--- src/rtl/sgdma.sv ---
module sgdma #(
  parameter int NCH = 4,
  parameter int AW  = 16,
  parameter int DW  = 32,
  parameter int CW  = 16,
  localparam int CHW = (NCH > 1) ? $clog2(NCH) : 1
) (
  input  logic           clk,
  input  logic           rst_n,
  input  logic           cfg_we,
  input  logic [CHW-1:0] cfg_ch,
  input  logic [1:0]     cfg_sel,
  input  logic [DW-1:0]  cfg_wdata,
  output logic           m_req,
  output logic           m_we,
  output logic [AW-1:0]  m_addr,
  output logic [DW-1:0]  m_wdata,
  input  logic           m_gnt,
  input  logic [DW-1:0]  m_rdata,
  input  logic [NCH-1:0] dreq,
  output logic [NCH-1:0] dack,
  output logic [NCH-1:0] tc,
  output logic           irq
);

  typedef enum logic [1:0] {ST_IDLE, ST_RD, ST_WR, ST_DSC} st_t;

  st_t            st_q;
  logic [CHW-1:0] cur_q;
  logic [2:0]     fidx_q;
  logic [DW-1:0]  buf_q;

  logic [AW-1:0]  src_q [NCH];
  logic [AW-1:0]  dst_q [NCH];
  logic [AW-1:0]  nxt_q [NCH];
  logic [CW-1:0]  cnt_q [NCH];
  logic [1:0]     sm_q  [NCH];
  logic [1:0]     dm_q  [NCH];
  logic [1:0]     dir_q [NCH];
  logic [NCH-1:0] ie_q, sg_q, act_q, fch_q, tc_q;

  logic [NCH-1:0] rdy;
  logic [CHW-1:0] pick;
  logic           unused_bits;

  assign unused_bits = ^{cfg_wdata, m_rdata};

  function automatic logic [AW-1:0] step(input logic [AW-1:0] a, input logic [1:0] m);
    case (m)
      2'b00:   step = a + 1'b1;
      2'b01:   step = a - 1'b1;
      default: step = a;
    endcase
  endfunction

  function automatic logic paced(input logic [1:0] d);
    paced = (d == 2'b01) || (d == 2'b10);
  endfunction

  always_comb begin
    for (int c = 0; c < NCH; c++)
      rdy[c] = act_q[c] && (fch_q[c] || !paced(dir_q[c]) || dreq[c]);
    pick = '0;
    for (int c = NCH - 1; c >= 0; c--)
      if (rdy[c]) pick = CHW'(c);
  end

  assign m_req   = (st_q != ST_IDLE);
  assign m_we    = (st_q == ST_WR);
  assign m_wdata = buf_q;
  assign tc      = tc_q;
  assign irq     = |(tc_q & ie_q);

  always_comb begin
    case (st_q)
      ST_DSC:  m_addr = nxt_q[cur_q] + AW'(fidx_q);
      ST_RD:   m_addr = src_q[cur_q];
      ST_WR:   m_addr = dst_q[cur_q];
      default: m_addr = '0;
    endcase
  end

  always_comb begin
    for (int c = 0; c < NCH; c++)
      dack[c] = m_gnt && (cur_q == CHW'(c)) &&
                ((st_q == ST_RD && dir_q[c] == 2'b10) ||
                 (st_q == ST_WR && dir_q[c] == 2'b01));
  end

  always_ff @(posedge clk or negedge rst_n) begin
    if (!rst_n) begin
      st_q   <= ST_IDLE;
      cur_q  <= '0;
      fidx_q <= '0;
      buf_q  <= '0;
      ie_q   <= '0;
      sg_q   <= '0;
      act_q  <= '0;
      fch_q  <= '0;
      tc_q   <= '0;
      for (int c = 0; c < NCH; c++) begin
        src_q[c] <= '0;
        dst_q[c] <= '0;
        nxt_q[c] <= '0;
        cnt_q[c] <= '0;
        sm_q[c]  <= '0;
        dm_q[c]  <= '0;
        dir_q[c] <= '0;
      end
    end else begin
      if (cfg_we && !act_q[cfg_ch]) begin
        case (cfg_sel)
          2'd0: begin
            sm_q[cfg_ch]  <= cfg_wdata[2:1];
            dm_q[cfg_ch]  <= cfg_wdata[4:3];
            dir_q[cfg_ch] <= cfg_wdata[6:5];
            ie_q[cfg_ch]  <= cfg_wdata[7];
            sg_q[cfg_ch]  <= cfg_wdata[8];
            tc_q[cfg_ch]  <= 1'b0;
            if (cfg_wdata[0]) begin
              if (cfg_wdata[8]) begin
                act_q[cfg_ch] <= 1'b1;
                fch_q[cfg_ch] <= 1'b1;
                nxt_q[cfg_ch] <= src_q[cfg_ch];
              end else if (cnt_q[cfg_ch] == '0) begin
                tc_q[cfg_ch]  <= 1'b1;
              end else begin
                act_q[cfg_ch] <= 1'b1;
              end
            end
          end
          2'd1:    src_q[cfg_ch] <= cfg_wdata[AW-1:0];
          2'd2:    dst_q[cfg_ch] <= cfg_wdata[AW-1:0];
          default: cnt_q[cfg_ch] <= cfg_wdata[CW-1:0];
        endcase
      end

      case (st_q)
        ST_IDLE: begin
          if (|rdy) begin
            cur_q  <= pick;
            fidx_q <= '0;
            st_q   <= fch_q[pick] ? ST_DSC : ST_RD;
          end
        end
        ST_DSC: begin
          if (m_gnt) begin
            fidx_q <= fidx_q + 3'd1;
            case (fidx_q)
              3'd0: src_q[cur_q] <= m_rdata[AW-1:0];
              3'd1: dst_q[cur_q] <= m_rdata[AW-1:0];
              3'd2: cnt_q[cur_q] <= m_rdata[CW-1:0];
              3'd3: begin
                sm_q[cur_q]  <= m_rdata[2:1];
                dm_q[cur_q]  <= m_rdata[4:3];
                dir_q[cur_q] <= m_rdata[6:5];
                ie_q[cur_q]  <= m_rdata[7];
              end
              default: begin
                nxt_q[cur_q] <= m_rdata[AW-1:0];
                st_q         <= ST_IDLE;
                if (cnt_q[cur_q] != '0) begin
                  fch_q[cur_q] <= 1'b0;
                end else if (m_rdata[AW-1:0] == '0) begin
                  fch_q[cur_q] <= 1'b0;
                  act_q[cur_q] <= 1'b0;
                  tc_q[cur_q]  <= 1'b1;
                end
              end
            endcase
          end
        end
        ST_RD: begin
          if (m_gnt) begin
            buf_q <= m_rdata;
            st_q  <= ST_WR;
          end
        end
        default: begin
          if (m_gnt) begin
            src_q[cur_q] <= step(src_q[cur_q], sm_q[cur_q]);
            dst_q[cur_q] <= step(dst_q[cur_q], dm_q[cur_q]);
            cnt_q[cur_q] <= cnt_q[cur_q] - 1'b1;
            st_q         <= ST_IDLE;
            if (cnt_q[cur_q] == CW'(1)) begin
              if (sg_q[cur_q] && nxt_q[cur_q] != '0) begin
                fch_q[cur_q] <= 1'b1;
              end else begin
                act_q[cur_q] <= 1'b0;
                tc_q[cur_q]  <= 1'b1;
              end
            end
          end
        end
      endcase
    end
  end

endmodule

--- config.mk ---
export PLATFORM = sky130hd
export DESIGN_NAME = sgdma
export DESIGN_NICKNAME = d
export VERILOG_FILES = /design/src/rtl/sgdma.sv
export SDC_FILE = /design/constraint.sdc
export NUM_CORES = 1
export LEC_CHECK = 0
export ABC_CLOCK_PERIOD_IN_PS = 4650
export BUFFER_PORTS_ARGS = -buffer_cell sky130_fd_sc_hd__buf_4
export CAP_MARGIN = 5
export CORE_AREA = 2 2 205 207
export CTS_BUF_LIST = sky130_fd_sc_hd__clkbuf_8
export DETAILED_ROUTE_END_ITERATION = 8
export DIE_AREA = 0 0 207 209
export GPL_TIMING_DRIVEN = 0
export HOLD_SLACK_MARGIN = 0.1
export PLACE_DENSITY = 0.75
export SLEW_MARGIN = 25
export SYNTH_ARGS = -nofsm -noshare
export SYNTH_HDL_FRONTEND = slang
export SYNTH_SLANG_ARGS = --single-unit
--- constraint.sdc ---
create_clock -name clk -period 4.65 [get_ports clk]
set_input_delay 0.2325 -clock clk [delete_from_list [all_inputs] [get_ports clk]]
set_output_delay 0.2325 -clock clk [all_outputs]
set_load 0.02 [all_outputs]
==> results_dict.tcl, run 1 <==
set metrics [dict create \
    status "finished with violations" \
    violations "design-rule violations" \
    cp-start-kind "flip-flop" \
    clockPowerShare 0.137 \
    min_period_ns 4.63 \
    netlist_instances 2446 \
    power.share.switching 0.498 \
    cts.reportedPaths.clkPinSlew_ns 0.06 \
    wl_per_cell_um 31.3 \
    irDropWorstVdd_v 0.000448 \
    core_sq_um 41300 \
    slew_violations 0 \
    drtIter0Drc 3904 \
    finClkSkew_ns 0.0477 \
    routed_via_density 7.14 \
    yosysUniqueCellTypes 71 \
    synth-main-ff-cell "dfrtp_1" \
    p_per_area_nw_per_um2 787 \
    grt_pass1_vias 22200 \
    layout-drive-gt1-share 0.145 \
    dieWidth_um 207 \
    die-area_sq_um 43300 \
    h-tree-depth 2 \
    syn_nets 2572 \
    synth_commonest_cells "nand2_1 (456), dfrtp_1 (339), a21oi_1 (308), mux2i_1 (179), nor2_1 (169)" \
    insertion_delay_ns 0.73 \
    postRouteAntennaNets 0 \
    drc 1 \
    grt_max_degree 81 \
    numCtsBuffers 60 \
    cp-end-kind "flip-flop" \
    grt_usage 0.457 \
    routed_wl_mm 101 \
    worstPathRequired_ns 5.25 \
    start_util 0.541 \
    worstPathArrival_ns 5.23 \
    yosysMostFrequentCell "nand2_1" \
    tritoncts "yes" \
    regArea_sq_um 8480 \
    ios 135 \
    grt_pass1_wl_mm 146 \
    timing_hold_violations_final 0 \
    rsz0062_at_grt "false" \
    fin_crit_sh 0.995 \
    io_buffers 100 \
    cts-root-buf "clkbuf_8" \
    hold_class "primary input to flip-flop" \
    setup_viol 0 \
    max_stage_delay_ns 0.44 \
    synth_xor_area_frac 0.0200 \
    layoutNonFillerInstCount 3243 \
    ys_warn_count 0 \
    placed_cells 3089 \
    synth_compound_area_frac 0.192 \
    first_pass_iters 9 \
    layout.nets 2787 \
    placed_area_sq_um 23900 \
    sequentialPowerShare 0.254 \
    crit_top_cell "buf_6" \
    muxShareOfSynthArea 0.186 \
    gp_congestion 1.07 \
    ys_seq_elements 339 \
    synth-seq-area-share 0.380 \
    worstPathCellList "buf_8 -> buf_6 -> buf_6 -> buf_6 -> buf_4 -> mux4_2 -> ha_1 -> and3b_1 -> o2bb2ai_2 -> o31a_1 -> or2_1 -> a31oi_1 -> xor2_1 -> o21ai_1 -> a221o_1" \
    synth_top_family_by_area "compound AO/OA/AOI/OAI gates" \
    fillers 3516 \
    fmax_mhz 216 \
    multi_input_area_sq_um 13100 \
    area_delta_synth_final_pct 15.3 \
    slew_headroom 0.196 \
    syn-cell-area_sq_um 22300 \
    critPathSlowestCell "a221o_1" \
    cap_violations 0 \
    synth_edf_count 0 \
    cell_internal_pwr_mw 10.2 \
    dpl.hpwl_mm 72.3 \
    antenna_found_initial 1 \
    yosysTopAreaCellShare 0.380 \
    num_rows 75 \
    tns_ns 0 \
    worstMarginPinSlew_ns 1.21 \
    critPathMaxFanout 19 \
    route.vias.total 23200 \
    clk_path_buf_depth 3 \
    synthArstFlopShare 1.00 \
    synth_area_leaders "dfrtp_1 (38%), mux4_2 (8.4%), mux2i_1 (8.0%)" \
    power_mw 20.3 \
    synthAdderAreaFrac 0.0290 \
    critPathKind "flip-flop to flip-flop" \
    final_area_sq_um 25700 \
    die_h_um 209 \
    cellLeakagePower_nw 11.2 \
    grt_overflow 0 \
    switching_power_mw 10.1 \
    synth-simple-area-share 0.151 \
    syn_area_per_cell_sq_um 9.13 \
    synth_area_leader_cell "dfrtp_1" \
    cts_sinks 339 \
    power_frac_comb 0.609 \
]
[kinds of logic after synthesis]
group	count (synthesis)
compound gates	693
mux	303
simple gates	790
flops	339
fa+ha+maj	50
buf+inv	221
xor+xnor	50
[flip-flops by register name, indices dropped and copies added (netlist names), 3 cells and up]
name     flops
dir_q        8
cnt_q       64
sg_q         4
act_q        4
src_q       64
fidx_q       3
ie_q         4
nxt_q       64
dst_q       64
fch_q        4
sm_q         8
tc           4
m_wdata     32
dm_q         8
[critical path: cells and delay by family, from the launching register on]
| kind | cells | cell delay (ns) |
|---|---|---|
| mux | 1 | 0.41 |
| compound gates | 5 | 1.40 |
| flops | 1 | 0.41 |
| fa+ha+maj | 1 | 0.35 |
| xor+xnor | 1 | 0.20 |
| simple gates | 2 | 0.48 |
| buf+inv | 5 | 1.24 |
[cells in the final DEF, fill, tap and decap left out, types with 21 or more instances in the layout]
cell	instances
clkbuf_8	72
nor3_1	22
mux2i_1	178
mux4_2	83
clkbuf_1	144
dfrtp_1	339
nor4_1	26
o21ai_0	151
a21oi_1	306
ha_1	46
xor2_1	24
dlygate4sd3_1	41
mux2_2	39
a221o_1	36
buf_4	114
and2_1	21
o221ai_1	68
nand2_1	455
inv_1	50
nor2_1	166
[per-stage QoR]
| step | worst slack (ns) | hold WS, ns | util |
|---|---|---|---|
| floorplan | 0.256 | -0.0631 | - |
| global placement | -1.36 | 0.465 | 0.575 |
| detailed placement | -1.38 | 0.200 | 0.579 |
| CTS | 0.0212 | 0.114 | 0.621 |
| global route | 0.00548 | 0.183 | 0.623 |
| finish | 0.0218 | 0.127 | 0.623 |
[path summary, 6_finish.rpt]
check                                  start     endpoint  slack (ns)  cells after the start
worst max-delay path                cur_q[1]     dst_q[9]        0.02                     15
worst min-delay path            cfg_wdata[1]    src_q[17]        0.13                      5
worst max register to register      cur_q[1]     dst_q[9]        0.02                     15
worst min register to register   m_wdata[24]  m_wdata[24]        0.51                      1
max in group asynchronous              rst_n     dst_q[6]        3.01                      5
min in group asynchronous              rst_n    cnt_q[55]        0.52                      3
[cell type report]
| type | count | share of cell area |
|---|---|---|
| antenna | 2 | 0.000194 |
| clock buffer | 72 | 0.0385 |
| buffer | 191 | 0.0351 |
| timing repair buffer | 155 | 0.0531 |
| multi-input combinational | 1886 | 0.508 |
| tap | 539 | 0.0262 |
| clock inverter | 31 | 0.00535 |
| sequential | 339 | 0.330 |
| inverter | 28 | 0.00423 |
[per-layer routing]
metal	wire, um	GRT usage	vias to the layer above
li1	-	-	9347
met5	128	0	-
met4	8010	0.313	2
met1	36100	0.597	11200
met2	41100	0.639	2157
met3	16000	0.157	475
[timing repair]
item                                    in CTS  in global routing
buffers inserted                             6                  3
endpoints found under the setup margin     116                 42
hold endpoints to repair                   242                  0
gates resized for setup                     48                 14
hold buffers                                42                  0
pin swaps                                    2                  4
[power by group through the flow]
stage / Clock (mW) / Sequential, mW / Combinational, mW
2_1_floorplan: 0 / 4.96 / 7.39
3_3_place_gp: 0 / 5.03 / 10.9
3_5_place_dp: 0 / 5.10 / 11.2
4_1_cts: 2.74 / 5.06 / 11.6
5_1_grt: 2.85 / 5.22 / 12.9
6_report: 2.77 / 5.14 / 12.3
No activity file was read; power rests on OpenSTA's default activity.
==> run 2, diff against run 1 <==
SETUP_SLACK_MARGIN = 0.4   (was default)
==> results_dict.tcl, run 2 (synthesis results as in run 1) <==
set metrics [dict create \
    cts-root-buf "clkbuf_8" \
    die_h_um 209 \
    timing_hold_violations_final 0 \
    insertion_delay_ns 0.71 \
    core_sq_um 41300 \
    crit_top_cell "buf_12" \
    cap_violations 0 \
    irDropWorstVdd_v 0.000499 \
    layout.nets 2812 \
    routed_wl_mm 105 \
    final_core_util 0.641 \
    fin_ws_ns 0.424 \
    fillers 3445 \
    worstPathCellList "buf_6 -> buf_12 -> buf_12 -> buf_12 -> buf_12 -> mux4_2 -> nand2_4 -> inv_6 -> buf_4 -> ha_4 -> and2_4 -> o21ai_0 -> a211o_1 -> a311o_1 -> xnor2_2 -> mux2i_2 -> o211ai_1" \
    start_util 0.541 \
    grt_max_degree 93 \
    fin_crit_sh 0.909 \
    layout-drive-gt1-share 0.173 \
    max_stage_delay_ns 0.47 \
    hold_ws_ns 0.141 \
    layoutNonFillerInstCount 3276 \
    cp_top_family "buffers and inverters" \
    drtIter0Drc 3400 \
    final_cell_mix "nand2_1 (455), dfrtp_1 (339), a21oi_1 (304), mux2i_1 (177), nor2_1 (166)" \
    numCtsBuffers 59 \
    crit_buf_inv 7 \
    power_mw 21.4 \
    p_per_area_nw_per_um2 809 \
    tns_ns 0 \
    critPathMaxFanout 10 \
    fmax_mhz 237 \
    grt_usage 0.470 \
    pre_cts_slack_ns -1.70 \
    cts.reportedPaths.clkPinSlew_ns 0.07 \
    grt_pass1_wl_mm 149 \
    cp-start-kind "flip-flop" \
    cellLeakagePower_nw 11.4 \
    wl_per_cell_um 31.9 \
    cts_sinks 339 \
    critPathSlowestCell "mux4_2" \
    grt_pass1_vias 22300 \
    slew_violations 0 \
    antenna_found_initial 2 \
    die-area_sq_um 43300 \
    h-tree-depth 2 \
    first_pass_iters 8 \
    io_buffers 100 \
    finClkSkew_ns 0.0399 \
    worstPathArrival_ns 4.77 \
    worstPathRequired_ns 5.20 \
    worstMarginPinSlew_ns 1.20 \
    clk_path_buf_depth 3 \
    cp-end-kind "flip-flop" \
    num_rows 75 \
    setup_viol 0 \
    gp_congestion 1.05 \
    status "completed" \
    placed_cells 3089 \
    min_period_ns 4.23 \
    ios 135 \
    layout_commonest_cell "nand2_1" \
    critPathKind "flip-flop to flip-flop" \
    area_delta_synth_final_pct 18.5 \
    tritoncts "yes" \
    placed_area_sq_um 23900 \
    slew_headroom 0.196 \
    route.vias.total 23100 \
    grt_overflow 0 \
    dieWidth_um 207 \
    postRouteAntennaNets 0 \
    hold_class "primary input to asynchronous set/reset pin" \
    final_area_sq_um 26500 \
    routed_via_density 7.05 \
    drc 0 \
    rsz0062_at_grt "true" \
    dpl.hpwl_mm 74.6 \
]
## run 2: cell types whose count changed in the layout (fill, tap and decap cells not counted), sizes merged
cell         previous run  this run
buf                   158       187
bufinv                  0         2
clkbuf                219       226
clkinv                  4         9
clkinvlp                2         3
diode                   2         1
dlygate4sd3            41        38
inv                    53        46
## run 2: path summary, 6_finish.rpt
kind                             start     endpoint  slack (ns)  cells after the start
setup / recovery              cur_q[1]    src_q[63]        0.42                     17
hold / removal                   rst_n    nxt_q[42]        0.14                      2
setup reg to reg              cur_q[1]    src_q[63]        0.42                     17
hold reg to reg            m_wdata[14]  m_wdata[14]        0.51                      1
max in group asynchronous        rst_n    dst_q[37]        3.55                      3
min in group clk           m_rdata[12]    dst_q[28]        0.14                      3
## run 2: layout make-up
type	instances	area (sq um)	area share
clock inverter	32	195	0.00738
buffer	193	1060	0.0402
tap	539	674	0.0255
timing repair buffer	179	1540	0.0582
clock buffer	79	1090	0.0411
multi-input combinational	1886	13300	0.503
inverter	28	110	0.00416
antenna	1	2.50	0.0000946
sequential	339	8480	0.321
## run 2: layer usage
metal | global-route usage | vias up | share of wire
li1 | - | 9408 | -
met1 | 0.606 | 11300 | 0.36
met3 | 0.179 | 413 | 0.15
met2 | 0.669 | 1950 | 0.41
met4 | 0.289 | 4 | 0.069
met5 | 0 | - | 0.00017
## run 2: where the power goes
group,internal (mW),total [mW],switching (mW)
registers,4.20,5.14,0.944
logic,5.13,13.2,8.09
clock network,1.62,3.04,1.42
total,11.0,21.4,10.5
## run 2: repair_timing
action                     4_1_cts  5_1_grt
hold endpoints to repair       151        0
buffers inserted                24       12
gates resized for setup         89       46
setup endpoints to repair      165       60
hold buffers                    38        0
pin swaps                       14       19
gates cloned                     0        1
